`src/rtl/wbuf_pkg.sv`:
```
package wbuf_pkg;

    // Controller states of the memory-port arbiter
    typedef enum logic [1:0] {
        ST_IDLE   = 2'd0,
        ST_RD_MEM = 2'd1,
        ST_WR_MEM = 2'd2,
        ST_RESP   = 2'd3
    } wb_state_e;

    // Kind tag carried with each buffered write
    typedef enum logic {
        KIND_STORE = 1'b0,
        KIND_EVICT = 1'b1
    } wb_kind_e;

endpackage

```
`src/rtl/wbuf_fifo.sv`:
```
module wbuf_fifo #(
    parameter int DEPTH = 4,
    parameter int AW    = 16,
    parameter int DW    = 32,
    localparam int PW   = (DEPTH > 1) ? $clog2(DEPTH) : 1,
    localparam int CW   = $clog2(DEPTH + 1)
) (
    input  logic                        clk,
    input  logic                        rst_n,
    input  logic                        push,
    input  logic [AW-1:0]               push_addr,
    input  logic [DW-1:0]               push_data,
    input  logic                        push_kind,
    input  logic                        pop,
    output logic [CW-1:0]               count,
    output logic                        full,
    output logic                        empty,
    output logic                        head_kind,
    output logic [DEPTH-1:0]            ord_vld,
    output logic [DEPTH-1:0][AW-1:0]    ord_addr,
    output logic [DEPTH-1:0][DW-1:0]    ord_data
);

    logic [AW-1:0] st_addr [DEPTH];
    logic [DW-1:0] st_data [DEPTH];
    logic          st_kind [DEPTH];
    logic [PW-1:0] wr_ptr;
    logic [PW-1:0] rd_ptr;

    function automatic logic [PW-1:0] ptr_inc(input logic [PW-1:0] p);
        return (p == PW'(DEPTH - 1)) ? '0 : p + 1'b1;
    endfunction

    // Entry storage: data is not reset, only the pointers are
    always_ff @(posedge clk) begin
        if (push) begin
            st_addr[wr_ptr] <= push_addr;
            st_data[wr_ptr] <= push_data;
            st_kind[wr_ptr] <= push_kind;
        end
    end

    always_ff @(posedge clk or negedge rst_n) begin
        if (!rst_n) begin
            wr_ptr <= '0;
            rd_ptr <= '0;
            count  <= '0;
        end else begin
            if (push) wr_ptr <= ptr_inc(wr_ptr);
            if (pop)  rd_ptr <= ptr_inc(rd_ptr);
            unique case ({push, pop})
                2'b10:   count <= count + 1'b1;
                2'b01:   count <= count - 1'b1;
                default: count <= count;
            endcase
        end
    end

    assign full  = (count == CW'(DEPTH));
    assign empty = (count == '0);

    // Present the entries oldest-first: position k is the k-th oldest
    for (genvar k = 0; k < DEPTH; k++) begin : g_ord
        logic [PW:0]   sum;
        logic [PW-1:0] slot;
        assign sum  = {1'b0, rd_ptr} + (PW+1)'(k);
        assign slot = (sum >= (PW+1)'(DEPTH)) ? PW'(sum - (PW+1)'(DEPTH)) : sum[PW-1:0];
        assign ord_vld[k]  = (CW'(k) < count);
        assign ord_addr[k] = st_addr[slot];
        assign ord_data[k] = st_data[slot];
    end

    assign head_kind = st_kind[rd_ptr];

endmodule

```
`src/rtl/wbuf_match.sv`:
```
module wbuf_match #(
    parameter int DEPTH = 4,
    parameter int AW    = 16,
    parameter int DW    = 32
) (
    input  logic [DEPTH-1:0]            ord_vld,
    input  logic [DEPTH-1:0][AW-1:0]    ord_addr,
    input  logic [DEPTH-1:0][DW-1:0]    ord_data,
    input  logic                        byp_vld,
    input  logic [AW-1:0]               byp_addr,
    input  logic [DW-1:0]               byp_data,
    input  logic [AW-1:0]               look_addr,
    output logic                        hit,
    output logic [DW-1:0]               hit_data
);

    // Walk from oldest to newest so the last match found is the newest;
    // a write entering this very cycle is newer than all stored entries.
    always_comb begin
        hit      = 1'b0;
        hit_data = '0;
        for (int k = 0; k < DEPTH; k++) begin
            if (ord_vld[k] && (ord_addr[k] == look_addr)) begin
                hit      = 1'b1;
                hit_data = ord_data[k];
            end
        end
        if (byp_vld && (byp_addr == look_addr)) begin
            hit      = 1'b1;
            hit_data = byp_data;
        end
    end

endmodule

```
`src/rtl/wbuf_ctrl.sv`:
```
module wbuf_ctrl
    import wbuf_pkg::*;
#(
    parameter int AW = 16,
    parameter int DW = 32
) (
    input  logic            clk,
    input  logic            rst_n,
    input  logic            rd_req,
    input  logic [AW-1:0]   rd_addr,
    input  logic            hit,
    input  logic [DW-1:0]   hit_data,
    input  logic            buf_empty,
    input  logic            mem_ack,
    input  logic [DW-1:0]   mem_rdata,
    output wb_state_e       state,
    output logic [AW-1:0]   pend_addr,
    output logic            rd_ready,
    output logic            rd_rvalid,
    output logic [DW-1:0]   rd_rdata,
    output logic            pop,
    output logic            mem_req,
    output logic            mem_we
);

    wb_state_e     state_nxt;
    logic [DW-1:0] rdata_q;
    logic          rd_take;

    assign rd_take = (state == ST_IDLE) && rd_req;

    // State register
    always_ff @(posedge clk or negedge rst_n) begin
        if (!rst_n) state <= ST_IDLE;
        else        state <= state_nxt;
    end

    // Next state: a read always outranks a drain start
    always_comb begin
        state_nxt = state;
        unique case (state)
            ST_IDLE: begin
                if (rd_req)          state_nxt = hit ? ST_RESP : ST_RD_MEM;
                else if (!buf_empty) state_nxt = ST_WR_MEM;
            end
            ST_RD_MEM: if (mem_ack) state_nxt = ST_RESP;
            ST_WR_MEM: if (mem_ack) state_nxt = ST_IDLE;
            ST_RESP:                state_nxt = ST_IDLE;
            default:                state_nxt = ST_IDLE;
        endcase
    end

    // Read address and read data capture
    always_ff @(posedge clk or negedge rst_n) begin
        if (!rst_n) begin
            pend_addr <= '0;
            rdata_q   <= '0;
        end else begin
            if (rd_take) pend_addr <= rd_addr;
            if (rd_take && hit)                      rdata_q <= hit_data;
            else if ((state == ST_RD_MEM) && mem_ack) rdata_q <= mem_rdata;
        end
    end

    // Outputs decoded from the state only
    always_comb begin
        rd_ready  = 1'b0;
        rd_rvalid = 1'b0;
        mem_req   = 1'b0;
        mem_we    = 1'b0;
        pop       = 1'b0;
        unique case (state)
            ST_IDLE:   rd_ready = 1'b1;
            ST_RD_MEM: mem_req  = 1'b1;
            ST_WR_MEM: begin
                mem_req = 1'b1;
                mem_we  = 1'b1;
                pop     = mem_ack;
            end
            ST_RESP:   rd_rvalid = 1'b1;
            default:   rd_ready  = 1'b0;
        endcase
    end

    assign rd_rdata = rdata_q;

endmodule

```
`src/rtl/wbuf_rdprio.sv`:
```
module wbuf_rdprio
    import wbuf_pkg::*;
#(
    parameter int AW    = 16,
    parameter int DW    = 32,
    parameter int DEPTH = 4
) (
    input  logic            clk,
    input  logic            rst_n,
    input  logic            enq_valid,
    input  logic [AW-1:0]   enq_addr,
    input  logic [DW-1:0]   enq_data,
    input  logic            enq_kind,
    output logic            enq_full,
    input  logic            rd_req,
    input  logic [AW-1:0]   rd_addr,
    output logic            rd_ready,
    output logic            rd_rvalid,
    output logic [DW-1:0]   rd_rdata,
    output logic            mem_req,
    output logic            mem_we,
    output logic            mem_kind,
    output logic [AW-1:0]   mem_addr,
    output logic [DW-1:0]   mem_wdata,
    input  logic            mem_ack,
    input  logic [DW-1:0]   mem_rdata
);

    localparam int CW = $clog2(DEPTH + 1);

    logic                      push;
    logic                      pop;
    logic [CW-1:0]             buf_count;
    logic                      buf_empty;
    logic                      head_kind;
    logic [DEPTH-1:0]          ord_vld;
    logic [DEPTH-1:0][AW-1:0]  ord_addr;
    logic [DEPTH-1:0][DW-1:0]  ord_data;
    logic                      hit;
    logic [DW-1:0]             hit_data;
    wb_state_e                 ctrl_state;
    logic [AW-1:0]             pend_addr;

    assign push = enq_valid && !enq_full;

    wbuf_fifo #(.DEPTH(DEPTH), .AW(AW), .DW(DW)) u_fifo (
        .clk       (clk),
        .rst_n     (rst_n),
        .push      (push),
        .push_addr (enq_addr),
        .push_data (enq_data),
        .push_kind (enq_kind),
        .pop       (pop),
        .count     (buf_count),
        .full      (enq_full),
        .empty     (buf_empty),
        .head_kind (head_kind),
        .ord_vld   (ord_vld),
        .ord_addr  (ord_addr),
        .ord_data  (ord_data)
    );

    wbuf_match #(.DEPTH(DEPTH), .AW(AW), .DW(DW)) u_match (
        .ord_vld   (ord_vld),
        .ord_addr  (ord_addr),
        .ord_data  (ord_data),
        .byp_vld   (push),
        .byp_addr  (enq_addr),
        .byp_data  (enq_data),
        .look_addr (rd_addr),
        .hit       (hit),
        .hit_data  (hit_data)
    );

    wbuf_ctrl #(.AW(AW), .DW(DW)) u_ctrl (
        .clk       (clk),
        .rst_n     (rst_n),
        .rd_req    (rd_req),
        .rd_addr   (rd_addr),
        .hit       (hit),
        .hit_data  (hit_data),
        .buf_empty (buf_empty),
        .mem_ack   (mem_ack),
        .mem_rdata (mem_rdata),
        .state     (ctrl_state),
        .pend_addr (pend_addr),
        .rd_ready  (rd_ready),
        .rd_rvalid (rd_rvalid),
        .rd_rdata  (rd_rdata),
        .pop       (pop),
        .mem_req   (mem_req),
        .mem_we    (mem_we)
    );

    // Memory port: a read uses the captured address, a write the oldest entry
    assign mem_addr  = (ctrl_state == ST_RD_MEM) ? pend_addr : ord_addr[0];
    assign mem_wdata = ord_data[0];
    assign mem_kind  = head_kind;

endmodule

```
`config.mk`:
```
export PLATFORM = sky130hd
export DESIGN_NAME = wbuf_rdprio
export DESIGN_NICKNAME = d
export VERILOG_FILES = /design/src/rtl/wbuf_pkg.sv /design/src/rtl/wbuf_fifo.sv /design/src/rtl/wbuf_match.sv /design/src/rtl/wbuf_ctrl.sv /design/src/rtl/wbuf_rdprio.sv
export SDC_FILE = /design/constraint.sdc
export NUM_CORES = 1
export LEC_CHECK = 0
export ABC_CLOCK_PERIOD_IN_PS = 11000
export CAP_MARGIN = 20
export CORE_MARGIN = 2
export CORE_UTILIZATION = 30
export CTS_CLUSTER_SIZE = 28
export DETAILED_ROUTE_END_ITERATION = 10
export GPL_TIMING_DRIVEN = 1
export HOLD_SLACK_MARGIN = 0.08
export PLACE_DENSITY_LB_ADDON = 0.08
export SYNTH_ARGS = -nofsm -noshare
export SYNTH_HDL_FRONTEND = slang
export SYNTH_HIERARCHICAL = 1
export SYNTH_SLANG_ARGS = --single-unit
```
`constraint.sdc`:
```
create_clock -name clk -period 11 [get_ports clk]
set_clock_uncertainty 0.15 [all_clocks]
set_input_delay 3.3 -clock clk [delete_from_list [all_inputs] [get_ports clk]]
set_output_delay 3.3 -clock clk [all_outputs]
set_load 0.01 [all_outputs]
```
; ---- Yosys cells after proc, flatten, opt, wreduce, memory -nomap -nowiden
; Memories as Yosys holds them, arrays and structs flattened.
; Index checks and enable logic that the tools add are counted.
[classes]
order_cmp = 8
n_reduce_logical = 16
n_eq_ne = 16
n_mux = 33
addsub = 11
[ops]
columns = cell, count
row1 = $mux W32, 7
row2 = $eq A16 B16 Y1, 5
row3 = $mux W2, 11
row4 = $mux W16, 1
row5 = $mux W1, 12
row6 = $eq A2 B2 Y1 const B, 5
row7 = $ge A3 B3 Y1 const B, 3
row8 = $logic_and A1 B1 Y1, 9
row9 = $pmux W2 S4, 1
row10 = $sub A2 B1 Y2 const B, 4
row11 = $add A2 B2 Y3 const B, 2
row12 = $lt A1 B3 Y1 const A, 2
row13 = $lt A2 B3 Y1 const A, 2
row14 = $pmux W3 S2, 1
row15 = $add A2 B1 Y2 const B, 2
row16 = $eq A2 B1 Y1 const B, 2
row17 = $ne A2 B2 Y1 const B, 2
row18 = $reduce_bool A2 Y1, 2
row19 = $add A2 B1 Y3 const B, 1
row20 = $add A3 B1 Y3 const B, 1
row21 = $eq A3 B3 Y1 const B, 1
row22 = $ge A2 B3 Y1 const B, 1
row23 = $logic_not A3 Y1, 1
row24 = $ne A3 B3 Y1 const B, 1
row25 = 5 further kinds, 5
[totals]
mem_bits_rw = 196
out_inout_bits = 86
word_cells = 93
mem_count = 3
reg_bits = 57
[memory_table]
columns = memory, words, width, rd, rd_ports_with_merged_regs, write_ports, line
row1 = u_fifo.st_data, 4, 32, 4, 0, 1, wbuf_fifo.sv:25  ; logic [DW-1:0] st_data [DEPTH];
row2 = u_fifo.st_addr, 4, 16, 4, 0, 1, wbuf_fifo.sv:24  ; logic [AW-1:0] st_addr [DEPTH];
row3 = u_fifo.st_kind, 4, 1, 1, 0, 1, wbuf_fifo.sv:26  ; logic st_kind [DEPTH];

; ---- Longest topological paths before layout
; An unclocked memory read counts as a cell.
[depth]
ltp_word = 13
ltp_mapped = 17
mapped_depth_nobuf = 11

; ---- By module
; The synthesis kept the hierarchy.
[by_module_without_submodules]
columns = module, n_inst, cells_each, seq_area_each_um2, area_per_inst_um2
row1 = wbuf_fifo, 1, 480, 6060.8, 11036.8
row2 = wbuf_match, 1, 401, 0.0, 3095.5
row3 = wbuf_ctrl, 1, 192, 1251.2, 2600.0
row4 = wbuf_rdprio, 1, 20, 0.0, 269.0

; ---- Worst setup path after synthesis
; No wires, ideal clock.
[synth_timing]
path_kind = input-to-reg
start = in rd_addr[15]
end = reg u_ctrl.rdata_q[10], in the netlist u_ctrl/rd_rdata[10]
cell_stages = 13
t_arrival_ns = 5.449
path_buffers = 5
t_required_ns = 10.731
slack_ns = 5.283
setup_time_ns = 0.119
path_cell_list = buf_2 -> xor2_1 -> nor4_1 -> nand4_1 -> nor4_2 -> buf_2 -> clkbuf_1 -> nor2_1 -> o2111ai_1 -> and3_4 -> buf_12 -> buf_8 -> o21ai_2
[synth_via]
elab_chain_len = 9
elab_cells_between_ends = 23
[synth_rtl]
columns = item, line
row1 = from (decl), wbuf_rdprio.sv:16  ; input logic [AW-1:0] rd_addr,
row2 = $eq A16 B16 Y1, wbuf_match.sv:23  ; if (ord_vld[k] && (ord_addr[k] == look_addr)) begin
row3 = $logic_and A1 B1 Y1, wbuf_match.sv:23
row4 = $mux W1 (4 in a row), wbuf_match.sv:23
row5 = $mux W1 *, wbuf_match.sv:28  ; if (byp_vld && (byp_addr == look_addr)) begin
row6 = via hit, wbuf_rdprio.sv:39  ; logic hit;
row7 = $logic_and A1 B1 Y1 *, wbuf_ctrl.sv:60  ; if (rd_take && hit) rdata_q <= hit_data;
row8 = $mux W32 or $reduce_bool A2 Y1 (tied branches), --
row9 = to (signal assigned), wbuf_ctrl.sv:60
row10 = to (signal assigned), wbuf_ctrl.sv:61  ; else if ((state == ST_RD_MEM) && mem_ack) rdata_q <= mem_rdata;
row11 = to (decl), wbuf_ctrl.sv:27  ; logic [DW-1:0] rdata_q;
; The timed path passes the listed nets; every way through them passes the cells marked *.
; A chain may end at the register's enable or synchronous reset.

; ---- Final worst setup path
[layout_timing]
start = in rd_addr[14]
end = reg u_ctrl.rdata_q[17], in the netlist u_ctrl/rd_rdata[17]
; The elaborated chain is that of the path after synthesis.

==> metrics.txt <==
top_reg_cell synth=edfxtp_1; Least-Margin Pin Slew=1.03 ns; clock sinks=253; DRC errors left=0; Worst Setup SP=rd_addr[14]; Seq/Total Area, Yosys=43.0%; Max-Cap Viols=0; endpoints failing setup=0; total number of vias=10901; Fillers=5412; Hold Fails Final Rpt=0; # diodes=0; total wire length=52.4 mm; outcome=completed; final slew viol count=0; Arrival @ worst endpoint=7.40 ns; Layout Cells excl Fill=2002; largest family of logic cells by synthesized area=multiplexers; Compound-Gate Fraction of Synth Area=9.46%; post-synthesis area per instance=15.6 sq um; number of I/O pins=188; placed instance count=1940; vias in the first global route=11351; Rel. slew slack=31.5%; GP Congestion=0.734; CTS Buffer Depth=3; Reg2Reg Launch Point=u_fifo/rd_ptr[0]; Worst Setup Path Type=primary input to register; Yosys top cell area share=34.6%; Pre-antenna DRT Iters=5; layout cell share with drive strength beyond 1=35.6%; Tcrit/Tclk final=64.6%; post-route ant nets=0; Hold-fix buffers, CTS=0; most frequent cell after synthesis=edfxtp_1; cts repair resizes=0; sequential cell area=7320 sq um; CP max FO=36; root buffer cell=clkbuf_16; largest net degree at the start of global routing=121; Gate Count Post-Synth=1093; WP data required=11.30 ns; post-synthesis register bit count=253; Die Width=242 um; initial DRC count=724; Leakage=6.67 nW; num rows=87; Setup TNS=0 ns; total power=0.00571 W; FF-to-FF End=u_ctrl/rd_rdata[17]; critical path endpoint=u_ctrl/rd_rdata[17]; gr usage total=17.7%; Commonest cells post-synth=edfxtp_1, mux4_2, nand2_1; fin nets=1338; Die Area=58600 sq um; Starting Density=30.3%; synth top area cells=edfxtp_1, mux4_2, dfrtp_1; cts bufs inserted=34; Post-Synth Simple-Gate Area=6.79%; unrepaired setup endpoints after global routing=no; initial antenna violation count=2; Post-synth EDFFs=196; Synth Area in XOR/XNOR=4.12%; Synth Net Count=1210; synth unique cells=51; Layout area overhead=19.9%; drt wl/cell=26.2 um; mux contribution to synthesized area=30.4%; HPWL after DPL=32.5 mm; Async S/R FF share, synth=22.5%; GRT Residual Overflow=0; R2R depth=14; CP Capture Type=register; Skew-Pair Late Insertion Delay=0.54 ns; detailed-route vias per instance=5.45; VDD IR max=0.000180 V; first-pass GRT wire length=77.6 mm; die height=242 um; Buffers on Ports=187; core box area=56200 sq um; FMAX=141 MHz; Synth Area in Adders=1.10%; synth warn=6; pwr/cell area=280 nW/um^2; startpoint types=primary input; post-layout min period=7.10 ns; Cell Area, Synth=17000 sq um; CTS tree=done; hold crit path type=register to register; Yosys top cell by area=edfxtp_1; multi-input logic area=8890 sq um; worst reg2reg setup slack=4.22 ns; postcts setup bufs=0; H-tree levels=2; Worst-path clk slew=0.05 ns
-- layout by cell type, fill, tap and decap left out, types with 23 or more instances in the layout --
cell,n
clkbuf_16,37
nand2_1,71
nand3b_1,33
xnor2_1,57
a2111oi_2,29
o21ai_2,32
mux2i_1,36
mux4_2,193
clkdlybuf4s50_1,186
a311oi_1,32
nand2_2,33
o311ai_2,29
xor2_1,23
edfxtp_1,196
dfrtp_1,55
nor2_1,37
-- worst max-delay path, stage by stage --
cell             delay (ns)
clkdlybuf4s50_1        0.60
xor2_1                 0.27
nor4_1                 0.38
nand4_1                0.20
nor4_4                 0.24
buf_4                  0.55
nor2_1                 0.13
o2111ai_1              0.19
and3_4                 0.66
buf_4                  0.64
nand2_2                0.12
o21ai_2                0.07
-- how the worst min path moves through the flow --
stage / start / end / slack (ns) / cells after the start
after floorplan: u_ctrl/pend_addr[0] / u_ctrl/pend_addr[0] / 0.32 / 1
after global placement: u_ctrl/pend_addr[0] / u_ctrl/pend_addr[0] / 0.34 / 1
after detailed placement: u_ctrl/pend_addr[14] / u_ctrl/pend_addr[14] / 0.34 / 1
after CTS: u_ctrl/pend_addr[15] / u_ctrl/pend_addr[15] / 0.35 / 1
after global routing: u_ctrl/pend_addr[14] / u_ctrl/pend_addr[14] / 0.37 / 1
final: u_ctrl/pend_addr[15] / u_ctrl/pend_addr[15] / 0.35 / 1
-- area by class of cell --
class / count / area share, %
Clock inverter: 13 / 0.534
Inverter: 10 / 0.184
Tap cell: 756 / 4.64
Timing Repair Buffer: 209 / 10.1
Multi-Input combinational cell: 713 / 43.6
Sequential cell: 253 / 35.9
Clock buffer: 48 / 4.99
-- where the power goes --
part | switching [W] | internal, W
clock | 0.000421 | 0.000688
combinational | 0.00145 | 0.00160
sequential | 0.000239 | 0.00131
total | 0.00211 | 0.00360
-- per-layer routing --
layer / GRT usage (%) / wire length [um] / vias up
met5: 0 / 23 / -
met4: 4.27 / 1050 / 4
met3: 3.81 / 3070 / 63
met2: 30.4 / 26100 / 354
met1: 22.9 / 22100 / 5734
li1: - / - / 4746
-- state kept, by name, summed over array words and instances, names as in the netlist --
signal / cells
u_fifo/st_data: 128
u_fifo/st_addr: 64
u_ctrl/rd_rdata: 32
u_ctrl/pend_addr: 16
u_fifo/st_kind: 4
u_fifo/count: 3
u_ctrl/state: 2
u_fifo/rd_ptr: 2
u_fifo/wr_ptr: 2
-- logic make-up (layout without fill, tap and decap cells) --
family | count (synthesis) | after routing
DFF | 253 | 253
xor gates and xnor gates | 80 | 80
buffers and inverters | 127 | 280
adders and majority gates | 15 | 15
and+or+nand+nor | 216 | 216
muxes | 263 | 263
AOI/OAI and AO/OA | 139 | 139
-- through the flow --
stage	worst slack, ns	utilization [%]	cell area, sq um	hold slack, ns
finish	3.90	36.3	20400	0.352
global route	3.68	36.3	20400	0.367
CTS	3.83	36.2	20400	0.355
detailed placement	3.29	34.2	19200	0.339
global placement	3.37	34.2	19200	0.336
floorplan	5.28	-	17000	0.324
Note: power is estimated with default switching activity, not from simulation.
